File: src/rtl/rcr_pkg.sv
package rcr_pkg;
    localparam int CHAR_W    = 8;
    localparam int SLOT_CNT  = 3;
    localparam int IDX_PAUSE = 0;
    localparam int IDX_RESUME = 1;
    localparam int IDX_ADDR  = 2;

    // hits that have a dedicated automatic action
    typedef struct packed {
        logic pause;
        logic resume;
        logic addr;
    } role_hits_t;

    typedef enum logic {
        DROP_IDLE   = 1'b0,
        DROP_LISTEN = 1'b1
    } drop_state_e;

    function automatic role_hits_t pick_roles(input logic [SLOT_CNT-1:0] hv);
        role_hits_t r;
        r.pause  = hv[IDX_PAUSE];
        r.resume = hv[IDX_RESUME];
        r.addr   = hv[IDX_ADDR];
        return r;
    endfunction
endpackage

File: src/rtl/rcr_slot_cmp.sv
module rcr_slot_cmp #(
    parameter int DATA_W    = 8,
    parameter int NUM_SLOTS = 3
) (
    input  logic                          clk,
    input  logic                          rst,
    input  logic                          rx_valid,
    input  logic [DATA_W-1:0]             rx_byte,
    input  logic [NUM_SLOTS*DATA_W-1:0]   char_tbl,
    input  logic [NUM_SLOTS-1:0]          slot_en,
    input  logic [NUM_SLOTS-1:0]          clr_w1c,
    output logic [NUM_SLOTS-1:0]          hit_now,
    output logic [NUM_SLOTS-1:0]          hit_status
);
    for (genvar s = 0; s < NUM_SLOTS; s++) begin : g_slot
        assign hit_now[s] = rx_valid && slot_en[s] &&
                            (rx_byte == char_tbl[s*DATA_W +: DATA_W]);

        always_ff @(posedge clk) begin
            if (rst)
                hit_status[s] <= 1'b0;
            else if (hit_now[s])
                hit_status[s] <= 1'b1;
            else if (clr_w1c[s])
                hit_status[s] <= 1'b0;
        end
    end


    status_set_needs_valid_chk: assert property (@(posedge clk) disable iff (rst)
        (|(hit_status & ~$past(hit_status))) |-> $past(rx_valid));


    status_drop_needs_clr_chk: assert property (@(posedge clk) disable iff (rst)
        (|($past(hit_status) & ~hit_status)) |-> $past(|clr_w1c));


    disabled_slot_quiet_chk: assert property (@(posedge clk) disable iff (rst)
        (|(hit_status & ~$past(hit_status) & ~$past(slot_en))) == 1'b0);
endmodule

File: src/rtl/rcr_flow_ctl.sv
module rcr_flow_ctl
    import rcr_pkg::*;
(
    input  logic       clk,
    input  logic       rst,
    input  logic       flow_en,
    input  role_hits_t hits,
    output logic       tx_pause
);
    always_ff @(posedge clk) begin
        if (rst || !flow_en)
            tx_pause <= 1'b0;
        else if (hits.pause)
            tx_pause <= 1'b1;
        else if (hits.resume)
            tx_pause <= 1'b0;
    end


    flow_off_no_pause_chk: assert property (@(posedge clk) disable iff (rst)
        !flow_en |=> !tx_pause);


    pause_rise_from_hit_chk: assert property (@(posedge clk) disable iff (rst)
        $rose(tx_pause) |-> $past(hits.pause));
endmodule

File: src/rtl/rcr_drop_ctl.sv
module rcr_drop_ctl
    import rcr_pkg::*;
#(
    parameter int DATA_W = 8
) (
    input  logic              clk,
    input  logic              rst,
    input  logic              drop_en,
    input  logic              rx_valid,
    input  logic              rx_flag,
    input  logic [DATA_W-1:0] rx_byte,
    input  logic              own_addr,
    output logic              addr_hit,
    output logic              keep_valid,
    output logic [DATA_W-1:0] keep_byte
);
    drop_state_e state_q;
    logic        addr_beat;
    logic        pass_now;

    assign addr_beat = rx_valid && rx_flag;
    assign pass_now  = rx_valid && (!drop_en || (!rx_flag && state_q == DROP_LISTEN));

    always_ff @(posedge clk) begin
        if (rst || !drop_en)
            state_q <= DROP_IDLE;
        else if (addr_beat)
            state_q <= own_addr ? DROP_LISTEN : DROP_IDLE;
    end

    always_ff @(posedge clk) begin
        if (rst) begin
            addr_hit   <= 1'b0;
            keep_valid <= 1'b0;
            keep_byte  <= '0;
        end else begin
            addr_hit   <= drop_en && addr_beat && own_addr;
            keep_valid <= pass_now;
            if (rx_valid)
                keep_byte <= rx_byte;
        end
    end


    keep_needs_valid_chk: assert property (@(posedge clk) disable iff (rst)
        keep_valid |-> $past(rx_valid));


    no_addr_byte_passed_chk: assert property (@(posedge clk) disable iff (rst)
        (keep_valid && $past(drop_en)) |-> !$past(rx_flag));


    addr_hit_mode_chk: assert property (@(posedge clk) disable iff (rst)
        addr_hit |-> ($past(drop_en) && $past(rx_flag)));
endmodule

File: src/rtl/rx_char_match.sv
module rx_char_match
    import rcr_pkg::*;
#(
    parameter int DATA_W    = CHAR_W,
    parameter int NUM_SLOTS = SLOT_CNT
) (
    input  logic                        clk,
    input  logic                        rst,
    input  logic                        rx_valid,
    input  logic [DATA_W-1:0]           rx_byte,
    input  logic                        rx_addr_flag,
    input  logic [NUM_SLOTS*DATA_W-1:0] char_tbl,
    input  logic [NUM_SLOTS-1:0]        slot_en,
    input  logic                        flow_auto_en,
    input  logic                        drop_auto_en,
    input  logic [NUM_SLOTS-1:0]        stat_clr,
    output logic [NUM_SLOTS-1:0]        hit_status,
    output logic                        irq,
    output logic                        tx_pause,
    output logic                        addr_hit,
    output logic                        keep_valid,
    output logic [DATA_W-1:0]           keep_byte
);
    logic [NUM_SLOTS-1:0] hit_now;
    role_hits_t           roles;

    rcr_slot_cmp #(.DATA_W(DATA_W), .NUM_SLOTS(NUM_SLOTS)) cmp_i (
        .clk(clk), .rst(rst), .rx_valid(rx_valid), .rx_byte(rx_byte),
        .char_tbl(char_tbl), .slot_en(slot_en), .clr_w1c(stat_clr),
        .hit_now(hit_now), .hit_status(hit_status)
    );

    assign roles = pick_roles(hit_now[SLOT_CNT-1:0]);
    assign irq   = |hit_status;

    rcr_flow_ctl flow_i (
        .clk(clk), .rst(rst), .flow_en(flow_auto_en),
        .hits(roles), .tx_pause(tx_pause)
    );

    rcr_drop_ctl #(.DATA_W(DATA_W)) drop_i (
        .clk(clk), .rst(rst), .drop_en(drop_auto_en), .rx_valid(rx_valid),
        .rx_flag(rx_addr_flag), .rx_byte(rx_byte), .own_addr(roles.addr),
        .addr_hit(addr_hit), .keep_valid(keep_valid), .keep_byte(keep_byte)
    );


    irq_tracks_status_chk: assert property (@(posedge clk) disable iff (rst)
        $rose(irq) |-> $past(rx_valid));
endmodule

File: config.mk
export PLATFORM = sky130hd
export DESIGN_NAME = rx_char_match
export DESIGN_NICKNAME = d
export VERILOG_FILES = /design/src/rtl/rcr_pkg.sv /design/src/rtl/rcr_slot_cmp.sv /design/src/rtl/rcr_flow_ctl.sv /design/src/rtl/rcr_drop_ctl.sv /design/src/rtl/rx_char_match.sv
export SDC_FILE = /design/constraint.sdc
export NUM_CORES = 1
export LEC_CHECK = 0
export ABC_AREA = 1
export BUFFER_PORTS_ARGS = -buffer_cell sky130_fd_sc_hd__buf_2
export CAP_MARGIN = 20
export CELL_PAD_IN_SITES_DETAIL_PLACEMENT = 0
export CELL_PAD_IN_SITES_GLOBAL_PLACEMENT = 1
export CORE_MARGIN = 4
export CORE_UTILIZATION = 24
export CTS_CLUSTER_DIAMETER = 120
export DETAILED_ROUTE_END_ITERATION = 16
export GPL_ROUTABILITY_DRIVEN = 0
export GPL_TIMING_DRIVEN = 0
export PLACE_DENSITY_LB_ADDON = 0.1
export SLEW_MARGIN = 10
export SYNTH_ARGS = -nofsm -noshare
export SYNTH_HDL_FRONTEND = slang
export SYNTH_HIERARCHICAL = 1
export SYNTH_SLANG_ARGS = --single-unit
File: constraint.sdc
create_clock -name clk -period 1 [get_ports clk]
set_clock_uncertainty 0.2 [all_clocks]
set_input_delay 0.05 -clock clk [delete_from_list [all_inputs] [get_ports clk]]
set_output_delay 0.05 -clock clk [all_outputs]
set_load 0.02 [all_outputs]
[After elaboration in Yosys (flattened, before gate mapping)]
Cells that the tools add are included.
W data, S select, Z words.
Cells by class
  $lt $le $gt $ge: 0
  divide/modulo/power cells: 0
  eq/ne operators: 3
  multipliers: 0
  bitwise operators: 0
  shift-type cells: 0
  reductions and logical operators: 22
  add/sub/neg operators: 0
  multiplexer cells: 9
Operators with widths (count)
  $eq A8 B8 Y1: 3
  $logic_and A1 B1 Y1: 11
  $mux W1: 9
  $reduce_bool A2 Y1: 4
  $logic_not A1 Y1: 3
  $logic_or A1 B1 Y1: 3
  $reduce_or A3 Y1: 1
Word-level totals
  register bits after elaboration: 15
  bits in latches: 0
  bits in writable memories: 0
  output and inout bits: 15
  word-level logic and storage cells: 42
  memories kept: 0
  memory bits (read-only): 0

[Longest topological paths before layout]
  depth in word-level cells: 4
  depth in mapped cells: 12
  mapped depth without buffers: 12

[Cells and area by module]
The synthesis kept the hierarchy.
Modules (own cells, without submodules)
  rcr_slot_cmp: cells each 109, instances 1, area each 520.5 sq um
  rcr_drop_ctl: cells each 51, instances 1, area each 401.6 sq um
  rcr_flow_ctl: cells each 7, instances 1, area each 47.5 sq um
  rx_char_match: cells each 3, instances 1, area each 11.3 sq um

[Worst setup path after synthesis]
Ideal clock, no wire load.
  path kind: input to register
  start point: in rx_byte[0]
  end point: reg drop_i.state_q
  setup slack: 0.048 ns
  arrival: 0.694 ns
  setup time: 0.058 ns
  stages: 11
  cells stage by stage: inv_2 > nor2_1 > nor2_1 > nand2_1 > nor2_1 > nand3_1 > inv_1 > inv_1 > nor2_2 > nand2_1 > nand2_1
On the way
  longest elaborated chain between the ends: 3
RTL lines
  from (decl): line rx_char_match.sv:10  | input logic [DATA_W-1:0] rx_byte,
  $eq A8 B8 Y1: line rcr_slot_cmp.sv:17  | (rx_byte == char_tbl[s*DATA_W +: DATA_W]);
  $logic_and A1 B1 Y1: line rcr_slot_cmp.sv:16  | assign hit_now[s] = rx_valid && slot_en[s] &&
  net hit_now[2]: line rx_char_match.sv:24  | logic [NUM_SLOTS-1:0] hit_now;
  $mux W1: line rcr_drop_ctl.sv:28  | state_q <= own_addr ? DROP_LISTEN : DROP_IDLE;
  to (signal assigned): line rcr_drop_ctl.sv:28
  to (decl): line rcr_drop_ctl.sv:17  | drop_state_e state_q;
The timed path passes the listed nets, and every way through them passes these cells.
A chain may end at the register's enable or synchronous reset.

[Final worst setup path]
  start point: reg cmp_i.hit_status[0]
  end point: out irq
On the way
  longest elaborated chain between the ends: 1
RTL lines
  from (decl): line rcr_slot_cmp.sv:13  | output logic [NUM_SLOTS-1:0] hit_status
  from (signal, indexed assignment): line rcr_slot_cmp.sv:21  | hit_status[s] <= 1'b0;
  from (signal, indexed assignment): line rcr_slot_cmp.sv:23  | hit_status[s] <= 1'b1;
  from (signal, indexed assignment): line rcr_slot_cmp.sv:25  | hit_status[s] <= 1'b0;
  $reduce_or A3 Y1: line rx_char_match.sv:34  | assign irq = |hit_status;
  to (decl): line rx_char_match.sv:18  | output logic irq,
No other way between the ends.

==> flow_summary.json <==
{
  "status": "finished, violations left",
  "violations": "negative hold slack, negative setup slack",
  "drv_cap": 0,
  "drc": 0,
  "cp-end-kind": "output port",
  "ys.flop_type": "dfxtp_1",
  "rows": 22,
  "critical_path.top_delay_family": "flip-flops",
  "final-hold-violation-count": 5,
  "tightest_slew_ns": 0.237,
  "grt.total_usage": 0.119,
  "io_buffer_count": 58,
  "core_area_um2": 3800,
  "area_delta_synth_final_pct": 72.8,
  "start_util": 0.258,
  "syn_area_um2": 981,
  "routedWlPerCell_um": 10.4,
  "clk_path_buf_depth": 2,
  "path_clk_slew_ns": 0.06,
  "synth_most_common_cell": "nand2_1",
  "clock_sinks": 15,
  "min_period_ns": 1.10,
  "route.met3.wl_um": 201,
  "ys_top_cells_by_count": "nand2_1 (51), nor2_1 (34), inv_1 (29)",
  "h-tree-depth": 1,
  "die_height_um": 71.9,
  "avgSynthCellArea_um2": 5.77,
  "post-place-cells": 276,
  "total_power_uw": 1590,
  "wirelength_mm": 3.11,
  "crit_path_max_incr_delay_ns": 0.32,
  "root_buffer": "clkbuf_8",
  "synth.area.top_cells": "dfxtp_1 (31%), nand2_1 (20%), nor2_1 (13%)",
  "ys_seq_area_frac": 0.306,
  "drt_iter0_drc": 45,
  "clk_latency_ns": 0.24,
  "cts_tree": "yes",
  "worstSetupPathType": "flop to output port",
  "syn_inst": 170,
  "setup_viol": 3,
  "antenna_left": 0,
  "cp_slowest_cell": "dfxtp_2",
  "syn_nets": 214,
  "die_w_um": 71.9,
  "wl_met2_mm": 1.48,
  "dr.pass1.iters": 4,
  "grt_pass1_wl_mm": 4.80,
  "synth-seq-cells": 15,
  "grt_pass1_vias": 1093,
  "p_leak_uw": 0.000941,
  "antenna_cells": 0,
  "peakVddDrop_v": 0.000531,
  "grt_max_degree": 11,
  "antenna_found_initial": 0,
  "synth.top_cell.area_share": 0.306,
  "clock.fmax_ghz": 0.912,
  "num-nets-final": 295,
  "setup_ws_ns": -0.0960,
  "hold_ws_ns": -0.0890,
  "highest_layer": "met4",
  "finalCritPeriodShare": 1.10,
  "vias": 1191,
  "rsz0062_at_grt": "true",
  "vias_per_cell": 4.00,
  "synth_cell_types": 17,
  "crit_fanout": 2,
  "yosysTopAreaCell": "dfxtp_1",
  "async_reset_ff_frac": 0,
  "final_layout_size_suffix_gt1_frac": 0.376,
  "place_hpwl_mm": 2.47,
  "slew_viol_final": 0,
  "cts_made_buffers": 3,
  "gr-total-overflow": 0,
  "cp_data_arrival_time_ns": 0.85,
  "powerDensity_nw_per_um2": 936,
  "ioPinCount": 59,
  "tns_ns": -0.194,
  "final_cells": 298,
  "hp-class": "input pin to flop",
  "critPathLaunchType": "flop",
  "met1Wirelength_mm": 1.41,
  "slew_headroom": 0.842,
  "critPathRequiredTime_ns": 0.75,
  "yosysWarnings": 6,
  "synth-edff-count": 0,
  "cp_cell_sequence": "nor2_1 > nand2_1 > buf_6",
  "die-area_um2": 5170,
  "critical_path_buf_inv_count": 1
}
==> worst paths after layout <==
kind	start	to	slack [ns]	depth (start not counted)
max reg2reg	cmp_i/hit_status[0]$_SDFFE_PP0P_	cmp_i/hit_status[0]$_SDFFE_PP0P_	0.03	5
min reg2reg	drop_i/state_q$_SDFFE_PP0P_	drop_i/keep_valid$_SDFF_PP0_	0.26	2
min	rst	drop_i/addr_hit$_SDFF_PP0_	-0.09	4
max	cmp_i/hit_status[0]$_SDFFE_PP0P_	irq	-0.1	3
==> cell families (layout without fill, tap and decap cells) <==
group	Yosys count	in the layout	share of synthesized area
and+or+nand+nor	94	94	0.383
xor gates and xnor gates	9	9	0.0804
DFF	15	15	0.306
buffers and inverters	37	117	0.149
AOI/OAI and AO/OA	15	15	0.0816
==> registers in the layout, summed over array words and instances (netlist names) <==
register	flops
drop_i/state_q	1
drop_i/keep_valid	1
drop_i/keep_byte	8
drop_i/addr_hit	1
cmp_i/hit_status	3
flow_i/tx_pause	1
==> layout by cell type (no fill, tap or decap), drive strengths merged <==
cell type and n:
o21ai 8, xor2 3, clkinv 2, dlymetal6s4s 1
dlygate4sd3 13, buf 62, clkbuf 5, o22ai 1
a21oi 6, xnor2 6, nand4 1, nand2 52
nor2 37, nand3 4, dfxtp 15, inv 34
==> layer usage <==
| metal | vias to the layer above | GRT usage |
|---|---|---|
| met4 | 0 | 0.0251 |
| met5 | - | 0 |
| li1 | 657 | - |
| met3 | 4 | 0.0416 |
| met2 | 30 | 0.192 |
| met1 | 500 | 0.154 |
==> where the power goes <==
group,total [uW],internal (uW),leakage [uW],switching [uW]
combinational,466,238,0.000792,228
sequential,638,625,0.000126,13.0
clock,483,282,0.0000228,201
==> timing repair <==
item | CTS | global route
endpoints found under the setup margin | 8 | 24
resized for setup | 14 | 44
hold buffers | 14 | 1
buffers inserted | 3 | 1
pin swaps | 3 | 26
hold endpoints to repair | 15 | 6
==> cell type report <==
| type | instances | area [um2] |
|---|---|---|
| repair buffers | 76 | 561 |
| multi-input cells | 118 | 566 |
| fillers | 431 | 2100 |
| clock buffers | 4 | 45.0 |
| well taps | 48 | 60.1 |
| plain buffers | 1 | 11.3 |
| flip-flops and latches | 15 | 310 |
| inverters | 36 | 143 |
==> stage by stage <==
step           area (um2)  utilization  hold WS, ns  worst slack [ns]
6_report             1700        0.446      -0.0890           -0.0960
2_1_floorplan         981            -      -0.0831            0.0483
3_3_place_gp         1330        0.350       0.0743            -0.320
3_5_place_dp         1330        0.350       0.0735            -0.319
4_1_cts              1570        0.414      -0.0755            -0.112
5_1_grt              1700        0.446      -0.0550            -0.147
==> worst reg2reg max path, delay by kind of cell (launching register included) <==
family	cells	cell delay [ns]
AND/OR/NAND/NOR	3	0.18
flip-flops	1	0.32
buffers and inverters	2	0.16
(Power assumes the default switching activity.)
